**config.mk**
```make
export PLATFORM = sky130hd
export DESIGN_NAME = mini_harvard_cpu
export DESIGN_NICKNAME = d
export VERILOG_FILES = /design/src/rtl/mhc_pkg.sv /design/src/rtl/mhc_regfile.sv /design/src/rtl/mhc_alu.sv /design/src/rtl/mhc_branch.sv /design/src/rtl/mini_harvard_cpu.sv
export SDC_FILE = /design/constraint.sdc
export NUM_CORES = 1
export LEC_CHECK = 0
export BUFFER_PORTS_ARGS = -buffer_cell sky130_fd_sc_hd__clkbuf_2
export CAP_MARGIN = 20
export CELL_PAD_IN_SITES_DETAIL_PLACEMENT = 1
export CELL_PAD_IN_SITES_GLOBAL_PLACEMENT = 2
export CORE_MARGIN = 1.5
export CORE_UTILIZATION = 43
export CTS_CLUSTER_DIAMETER = 120
export DETAILED_ROUTE_END_ITERATION = 10
export PLACE_DENSITY_LB_ADDON = 0.08
export SYNTH_ARGS = -nofsm -noshare
export SYNTH_HDL_FRONTEND = slang
export SYNTH_HIERARCHICAL = 1
export SYNTH_SLANG_ARGS = --single-unit
```
**constraint.sdc**
```tcl
create_clock -name clk -period 11.3 [get_ports clk]
set_clock_uncertainty 0.1 [all_clocks]
set_input_delay 2.825 -clock clk [delete_from_list [all_inputs] [get_ports clk]]
set_output_delay 2.825 -clock clk [all_outputs]
set_load 0.005 [all_outputs]
```
**src/rtl/mhc_pkg.sv**
```systemverilog
package mhc_pkg;

  localparam logic [4:0] OP_NOP  = 5'h00;
  localparam logic [4:0] OP_ADD  = 5'h01;
  localparam logic [4:0] OP_SUB  = 5'h02;
  localparam logic [4:0] OP_MUL  = 5'h03;
  localparam logic [4:0] OP_AND  = 5'h04;
  localparam logic [4:0] OP_OR   = 5'h05;
  localparam logic [4:0] OP_XOR  = 5'h06;
  localparam logic [4:0] OP_NOT  = 5'h07;
  localparam logic [4:0] OP_XNOR = 5'h08;
  localparam logic [4:0] OP_LDI  = 5'h09;
  localparam logic [4:0] OP_LD   = 5'h0A;
  localparam logic [4:0] OP_ST   = 5'h0B;
  localparam logic [4:0] OP_HALT = 5'h1F;

  // jump opcodes are 5'b10_ffp : ff selects the flag, p=1 means "if clear"
  localparam logic [1:0] JMP_CLASS = 2'b10;

  // bit 0 = zero, 1 = carry, 2 = sign, 3 = overflow
  typedef struct packed {
    logic v;
    logic s;
    logic c;
    logic z;
  } flags_t;

  function automatic logic flag_at(input flags_t f, input logic [1:0] idx);
    logic [3:0] bits;
    bits = f;
    return bits[idx];
  endfunction

endpackage

```
**src/rtl/mhc_regfile.sv**
```systemverilog
module mhc_regfile #(
  parameter int NREG   = 16,
  parameter int DATA_W = 16
) (
  input  logic                    clk,
  input  logic                    rst_n,
  input  logic                    we,
  input  logic [$clog2(NREG)-1:0] waddr,
  input  logic [DATA_W-1:0]       wdata,
  input  logic [$clog2(NREG)-1:0] raddr_a,
  input  logic [$clog2(NREG)-1:0] raddr_b,
  output logic [DATA_W-1:0]       rdata_a,
  output logic [DATA_W-1:0]       rdata_b
);
  logic [DATA_W-1:0] regs_q [NREG];

  always_ff @(posedge clk or negedge rst_n) begin
    if (!rst_n) begin
      for (int i = 0; i < NREG; i++) regs_q[i] <= '0;
    end else if (we) begin
      regs_q[waddr] <= wdata;
    end
  end

  assign rdata_a = regs_q[raddr_a];
  assign rdata_b = regs_q[raddr_b];

endmodule

```
**src/rtl/mhc_alu.sv**
```systemverilog
module mhc_alu
  import mhc_pkg::*;
#(
  parameter int DATA_W = 16
) (
  input  logic [4:0]        op,
  input  logic [DATA_W-1:0] a,
  input  logic [DATA_W-1:0] b,
  output logic [DATA_W-1:0] res,
  output flags_t            fl,
  output logic              hit
);
  localparam int PROD_W = 2 * DATA_W;
  localparam int MSB    = DATA_W - 1;

  logic [DATA_W:0]   sum_w;
  logic [DATA_W:0]   dif_w;
  logic [PROD_W-1:0] prod_w;
  logic              cy;
  logic              ov;

  assign sum_w  = {1'b0, a} + {1'b0, b};
  assign dif_w  = {1'b0, a} - {1'b0, b};
  assign prod_w = PROD_W'(a) * PROD_W'(b);

  always_comb begin
    res = '0;
    hit = 1'b1;
    cy  = 1'b0;
    ov  = 1'b0;
    case (op)
      OP_ADD: begin
        res = sum_w[MSB:0];
        cy  = sum_w[DATA_W];
        ov  = (a[MSB] == b[MSB]) && (sum_w[MSB] != a[MSB]);
      end
      OP_SUB: begin
        res = dif_w[MSB:0];
        cy  = dif_w[DATA_W];
        ov  = (a[MSB] != b[MSB]) && (dif_w[MSB] != a[MSB]);
      end
      OP_MUL: begin
        res = prod_w[MSB:0];
        cy  = |prod_w[PROD_W-1:DATA_W];
      end
      OP_AND:  res = a & b;
      OP_OR:   res = a | b;
      OP_XOR:  res = a ^ b;
      OP_NOT:  res = ~a;
      OP_XNOR: res = ~(a ^ b);
      default: hit = 1'b0;
    endcase
    fl.z = (res == '0);
    fl.s = res[MSB];
    fl.c = cy;
    fl.v = ov;
  end

  // bitwise group must leave carry and overflow low
  always_comb begin
    if (hit && (op >= OP_AND) && (op <= OP_XNOR)) begin
      p_logic_clears_cv_r3: assert (!fl.c && !fl.v);
    end
  end

endmodule

```
**src/rtl/mhc_branch.sv**
```systemverilog
module mhc_branch
  import mhc_pkg::*;
(
  input  logic [4:0] op,
  input  flags_t     fl,
  output logic       is_jump,
  output logic       take
);
  assign is_jump = (op[4:3] == JMP_CLASS);
  assign take    = is_jump && (flag_at(fl, op[2:1]) ^ op[0]);
endmodule

```
**src/rtl/mini_harvard_cpu.sv**
```systemverilog
module mini_harvard_cpu
  import mhc_pkg::*;
#(
  parameter int DATA_W  = 16,
  parameter int PC_W    = 8,
  parameter int DADDR_W = 8,
  parameter int NREG    = 16
) (
  input  logic               clk,
  input  logic               rst_n,
  output logic [PC_W-1:0]    imem_addr,
  input  logic [31:0]        imem_data,
  output logic [DADDR_W-1:0] dmem_addr,
  output logic [DATA_W-1:0]  dmem_wdata,
  output logic               dmem_we,
  input  logic [DATA_W-1:0]  dmem_rdata,
  output logic [PC_W-1:0]    dbg_pc,
  output logic               dbg_halted
);
  localparam int RA_W  = $clog2(NREG);
  localparam int IMM_W = 16;

  // reset: asserted at once, released through two flops
  logic rst_meta, rst_q;
  always_ff @(posedge clk or negedge rst_n) begin
    if (!rst_n) begin
      rst_meta <= 1'b0;
      rst_q    <= 1'b0;
    end else begin
      rst_meta <= 1'b1;
      rst_q    <= rst_meta;
    end
  end

  // instruction fields
  logic [4:0]       op;
  logic [RA_W-1:0]  rd, rs1, rs2;
  logic             isel;
  logic [IMM_W-1:0] imm;
  logic [1:0]       unused_bits;

  assign op          = imem_data[31:27];
  assign rd          = imem_data[23 +: RA_W];
  assign rs1         = imem_data[19 +: RA_W];
  assign isel        = imem_data[18];
  assign unused_bits = imem_data[17:16];
  assign imm         = imem_data[15:0];
  assign rs2         = imm[RA_W-1:0];

  // state
  logic [PC_W-1:0] pc_q, pc_d;
  flags_t          flags_q, flags_d;
  logic            halt_q, halt_d;
  logic            pc_en, flags_en;

  // datapath
  logic [DATA_W-1:0] opa, rdata_b, opb, alu_res, wb_data;
  flags_t            alu_fl;
  logic              alu_hit, is_jump, take, run;
  logic              is_ldi, is_ld, is_st, is_halt, rf_we;

  assign run     = !halt_q;
  assign is_ldi  = (op == OP_LDI);
  assign is_ld   = (op == OP_LD);
  assign is_st   = (op == OP_ST);
  assign is_halt = (op == OP_HALT);
  assign opb     = isel ? DATA_W'(imm) : rdata_b;

  mhc_regfile #(.NREG(NREG), .DATA_W(DATA_W)) u_rf (
    .clk     (clk),
    .rst_n   (rst_q),
    .we      (rf_we),
    .waddr   (rd),
    .wdata   (wb_data),
    .raddr_a (rs1),
    .raddr_b (rs2),
    .rdata_a (opa),
    .rdata_b (rdata_b)
  );

  mhc_alu #(.DATA_W(DATA_W)) u_alu (
    .op  (op),
    .a   (opa),
    .b   (opb),
    .res (alu_res),
    .fl  (alu_fl),
    .hit (alu_hit)
  );

  mhc_branch u_br (
    .op      (op),
    .fl      (flags_q),
    .is_jump (is_jump),
    .take    (take)
  );

  // write-back and memory side
  always_comb begin
    if (alu_hit)     wb_data = alu_res;
    else if (is_ldi) wb_data = DATA_W'(imm);
    else             wb_data = dmem_rdata;
  end
  assign rf_we      = run && (alu_hit || is_ldi || is_ld);
  assign dmem_addr  = imm[DADDR_W-1:0];
  assign dmem_wdata = opa;
  assign dmem_we    = run && is_st;

  // next state
  always_comb begin
    pc_en    = run && !is_halt;
    pc_d     = take ? imm[PC_W-1:0] : pc_q + 1'b1;
    flags_en = run && alu_hit;
    flags_d  = alu_fl;
    halt_d   = run && is_halt;
  end

  // state registers
  always_ff @(posedge clk or negedge rst_q) begin
    if (!rst_q) begin
      pc_q    <= '0;
      flags_q <= '0;
      halt_q  <= 1'b0;
    end else begin
      if (pc_en)    pc_q    <= pc_d;
      if (flags_en) flags_q <= flags_d;
      if (halt_d)   halt_q  <= 1'b1;
    end
  end

  assign imem_addr  = pc_q;
  assign dbg_pc     = pc_q;
  assign dbg_halted = halt_q;

  // sequential step when nothing redirects the fetch
  p_pc_step_r9: assert property (@(posedge clk) disable iff (!rst_q)
    (run && !take && !is_halt) |=> (pc_q == $past(pc_q) + 1'b1));

  // taken jump lands on the constant
  p_jump_target_r5: assert property (@(posedge clk) disable iff (!rst_q)
    (run && take) |=> (pc_q == $past(imm[PC_W-1:0])));

  // halted core holds its address and state
  p_halt_freeze_r10: assert property (@(posedge clk) disable iff (!rst_q)
    halt_q |=> (halt_q && $stable(pc_q)));

  p_halt_no_write_r10: assert property (@(posedge clk) disable iff (!rst_q)
    halt_q |-> (!dmem_we && !rf_we));

  // non-ALU instructions keep the flags
  p_flags_keep_r8: assert property (@(posedge clk) disable iff (!rst_q)
    (!alu_hit) |=> $stable(flags_q));

endmodule

```
Word level (Yosys, flattened, before mapping)
Index checks and enable logic that the tools add are counted.

Flip-flop bits (word level): 271. Input bits: 50. Output and inout port bits: 42. Logic and storage cells: 94.

Add/subtract/negate cells: 3. $mul: 1. Magnitude comparators: 5. Eq/ne operators: 17. Multiplexer cells: 19. Bitwise logic cells: 9. Reduce and logical (&&, ||, !) cells: 16.

Operators by type and width (number): $bwmux W256 (1); $bmux W16 S4 (2); $mux W16 (8); $pmux W16 S8 (1); $demux W16 S4 (1); $mul A16 B16 Y32 (1); $not A16 Y16 (2); $eq A5 B3 Y1 const B (4); $eq A5 B4 Y1 const B (4); $add A16 B16 Y17 (1); $sub A16 B16 Y17 (1); $and A16 B16 Y16 (1); $logic_not A16 Y1 (1); $or A16 B16 Y16 (1); $reduce_or A16 Y1 (1); $xor A16 B16 Y16 (1); $ge A5 B5 Y1 const B (3); $not A4 Y5 (3); $eq A5 B2 Y1 const B (2); $logic_and A1 B1 Y1 (9); $add A8 B1 Y8 const B (1); $mux W8 (1); $reduce_or A8 Y1 (1); $eq A5 B1 Y1 const B (1); 13 further kinds (18).

Longest topological paths before layout
Depth after elaboration: 10. Gate-level depth with buffers: 34. Mapped depth without buffers: 29.

Modules after synthesis
The synthesis kept the hierarchy.

Modules (own cells, without submodules): mhc_regfile (instances 1, cells each 848, area an instance 13304.0 µm², sequential area each 6406.1 µm²); mhc_alu (instances 1, cells each 1451, area an instance 11310.8 µm², sequential area each 0.0 µm²); mini_harvard_cpu (instances 1, cells each 163, area an instance 1391.3 µm², sequential area each 375.4 µm²); mhc_branch (instances 1, cells each 4, area an instance 43.8 µm², sequential area each 0.0 µm²).

Worst setup path after synthesis
No wires, ideal clock.

Kind: input port to flip-flop. Start point: input imem_data[0]. End point: register flags_q[1] (netlist name). Library setup time: 0.125 ns. Data arrival time: 10.734 ns. Required time: 11.075 ns. Path slack: 0.341 ns. Stages: 29. Buffers on the path: 5. Path through: buf_2 buf_2 mux4_2 a22oi_1 nand2_1 mux2_2 clkbuf_1 inv_1 nor2_1 fa_1 inv_1 fa_1 fa_1 fa_1 fa_1 inv_1 fa_1 ha_1 clkbuf_1 nand2_1 o21a_1 and4_1 or3_1 a2111oi_0 nand4_1 or4_1 a21bo_2 buf_4 mux2_2.

Word-level cells in the longest chain between the ends: 8.

RTL lines: start: declaration (RTL line mini_harvard_cpu.sv:12) `input logic [31:0] imem_data,`; $not A4 Y5 (implied by the code) (*) (RTL line mhc_regfile.sv:26) `assign rdata_b = regs_q[raddr_b];`; $bmux W16 S4 (*) (RTL line mhc_regfile.sv:26); $mux W16 (implied by the code) (*) (2 in a row) (RTL line mhc_regfile.sv:26); named net rdata_b[7] (RTL line mini_harvard_cpu.sv:57) `logic [DATA_W-1:0] opa, rdata_b, opb, alu_res, wb_data;`; $mux W16 (*) (RTL line mini_harvard_cpu.sv:67) `assign opb = isel ? DATA_W'(imm) : rdata_b;`; named net opb[7] (RTL line mini_harvard_cpu.sv:57); $mul A16 B16 Y32 (RTL line mhc_alu.sv:24) `assign prod_w = PROD_W'(a) * PROD_W'(b);`; $reduce_or A16 Y1 (RTL line mhc_alu.sv:44) `cy = |prod_w[PROD_W-1:DATA_W];`; $pmux W1 S3 (*) (RTL line mhc_alu.sv:31) `case (op)`; named net u_alu.cy (RTL line mhc_alu.sv:19) `logic cy;`; end signal: assignment (RTL line mini_harvard_cpu.sv:125) `if (flags_en) flags_q <= flags_d;`; end: declaration (RTL line mini_harvard_cpu.sv:52) `flags_t flags_q, flags_d;`.

Mark *: on every way through the listed nets, which the timed path passes. The rest lies on a longest branch. The select of a mux whose other input is x is not followed. A chain may end at the register's enable or synchronous reset.

==> metrics <==
status=finished clean; Final Util=0.495; remaining global-route overflow=0; leak pwr=13.5 nW; synthesized flop and latch total=271; Critical Path RT=approximately 12 ns; Worst Tran Pin Value=1.18 ns; final setup TNS=0 ns; PwrDens=~200 mW/mm^2; Clk Latency, worst-skew pair=between 0.5 and 0.6 ns; clock sink count=271; CTS resizes=0; vias in the first global route=22700; Slew Viols, Final=0; final worst path period share=0.958; worst setup margin=approximately 0.47 ns; clk root buf=clkbuf_16; Crit Path Class=input port to flop; CP delay by family, top=adder cells; CTS Buf Count=27; share of Yosys cell area claimed by the top area cell type=0.260; Die ar.=0.0621 mm^2; std cell rows=90; Final GP Congestion=between 0.9 and 1; number of synthesized flops with an enable pin=0; initial drt markers=1167; most frequent cells in the layout=270 x dfrtp_1, 249 x inv_1, 245 x nand2_1; Primary FF master, synth=dfrtp_1; initial antenna violation count=1; CORE AREA=0.0601 mm^2; worst path bufs/invs=5; unrepaired setup endpoints after global routing=no; sequential-to-total area share from yosys stat=0.260; Post-DP HPWL=70100 um; GRT Overall Usage=0.296; most common cell after layout, fill and taps aside=dfrtp_1; drt total wl=between 90000 and 100000 um; Synth async-reset ratio=1.00; YS warnings=6; mapped cell area=0.0260 mm^2; dpl ws=-0.0667 ns; DR WL/cell=26.4 um; minimum clock period=10.83 ns; syn nets=2865; Layout area overhead=14.3%; DRC Markers=0; synthesized area per cell=roughly 11 um^2; relative slew slack=0.216; Fillers=6474; max_cap viols=0; global-route wire length before repair=140000 um; Synth Instances=roughly 2500; Worst IR Drop VDD=0.000136 V; Worst Setup End Kind=flop; peak per-stage delay on the critical path=0.56 ns; cell at the slowest stage of the critical path=fa_1; final hold vios=0; CTS tree=built; Pre-antenna DRT Iters=5; highest clock rate=about 92 MHz; most frequent cell on the critical path=fa_1; Worst-path clk slew=0.07 ns; final setup vio count=0; num ports=92; crit start category=input port; WHS=0.220 ns; Port Buffer Count=89; worst-path maximum fanout=11; Hold Crit Class=flop to async pin; CP Data Arrival Time=11.16 ns; Initial Util=0.433; Final nets=3038; Synth cell types=84; antenna viol nets, final=0; synth top area cells=dfrtp_1 26%, fa_1 15%, mux4_2 11%, mux2_2 9.9%, ha_1 7.3%; Die H=about 250 um; post-synth top area cell=dfrtp_1; post-CTS setup buffer count=0; layout cells sized above 1=0.288; width of the die=249 um; H-Tree Depth=1; Via density=5.93; Max clock buf depth=3; detailed-route via count=20400; Hold Buf Count CTS=0; largest net degree at the start of global routing=81
[cell families after synthesis]
kind of cell	Yosys count	share of synthesized area
flops	271	0.260
mux	429	0.241
compound gates	371	0.0973
buf+inv	441	0.0696
xor+xnor	27	0.00908
fa+ha+maj	349	0.224
other cells	1	0.000144
simple gates	577	0.0988
[through the flow]
| stage | instances | cell area (um^2) | total power [mW] |
|---|---|---|---|
| detailed placement | 3391 | 28800 | 5.04 |
| global route | 3440 | 29800 | 6.46 |
| finish | 3442 | 29800 | 6.00 |
| CTS | 3439 | 29700 | 6.02 |
| global placement | 3391 | 28800 | 4.93 |
| floorplan | 2466 | 26100 | 3.58 |
[final timing paths]
kind | slack [ns] | cells after the start | endpoint | start
min in group clk | 0.25 | 0 | rst_q | rst_meta
max | 0.47 | 26 | flags_q[1] | imem_data[19]
min | 0.22 | 0 | u_rf/regs_q[210] | rst_q
max in group asynchronous | 8.79 | 3 | u_rf/regs_q[105] | rst_q
max reg2reg | 2.78 | 29 | flags_q[1] | u_rf/regs_q[68]
min reg2reg | 0.22 | 0 | u_rf/regs_q[210] | rst_q
[cell usage after synthesis (17+ instances only)]
library cell  count
mux2_2          230
nand2b_1         22
inv_1           249
xnor2_1          17
mux2i_1          21
nor2_1          171
ha_1            153
o21ai_0          90
dfrtp_1         271
buf_2            45
mux4_2          130
nand2_1         245
a21oi_1          64
nand3_1          24
clkbuf_1        105
nor3_1           22
mux2_1           48
buf_4            25
a22oi_1          70
nand4_1          18
fa_1            196
[flip-flops by register name, summed over array words and instances (netlist names)]
signal       count
rst_meta         1
rst_q            1
flags_q          4
u_rf/regs_q    256
dbg_halted       1
dbg_pc           8
[worst register-to-register path, delay by kind of cell, from the launching register on]
| family | cells | cell delay, ns |
|---|---|---|
| fa+ha+maj | 7 | 3.31 |
| compound gates | 7 | 1.61 |
| mux | 3 | 1.15 |
| simple gates | 5 | 1.14 |
| buf+inv | 7 | 0.71 |
| flops | 1 | 0.39 |
[metal layers]
layer  wire, um  track usage
met1      37700        0.371
met2      47400        0.541
met3       3090       0.0222
met4       2840       0.0927
met5          0            0
[where the power goes]
| part | total (mW) | internal [mW] | switching, mW |
|---|---|---|---|
| Clock | 0.938 | 0.555 | 0.383 |
| Sequential | 1.38 | 1.19 | 0.185 |
| Combinational | 3.68 | 1.61 | 2.07 |
| Total | 6.00 | 3.36 | 2.64 |
[final cells by class]
class | instances | area [um^2] | area share
Multi-Input combinational cell | 1754 | 17500 | 0.587
Sequential cell | 271 | 6790 | 0.228
Timing Repair Buffer | 326 | 2630 | 0.0882
Tap cell | 782 | 978 | 0.0329
Inverter | 259 | 972 | 0.0327
Clock buffer | 44 | 850 | 0.0285
Clock inverter | 4 | 70.1 | 0.00235
Antenna cell | 2 | 5.00 | 0.000168
Power figures use the tool's default switching activity.
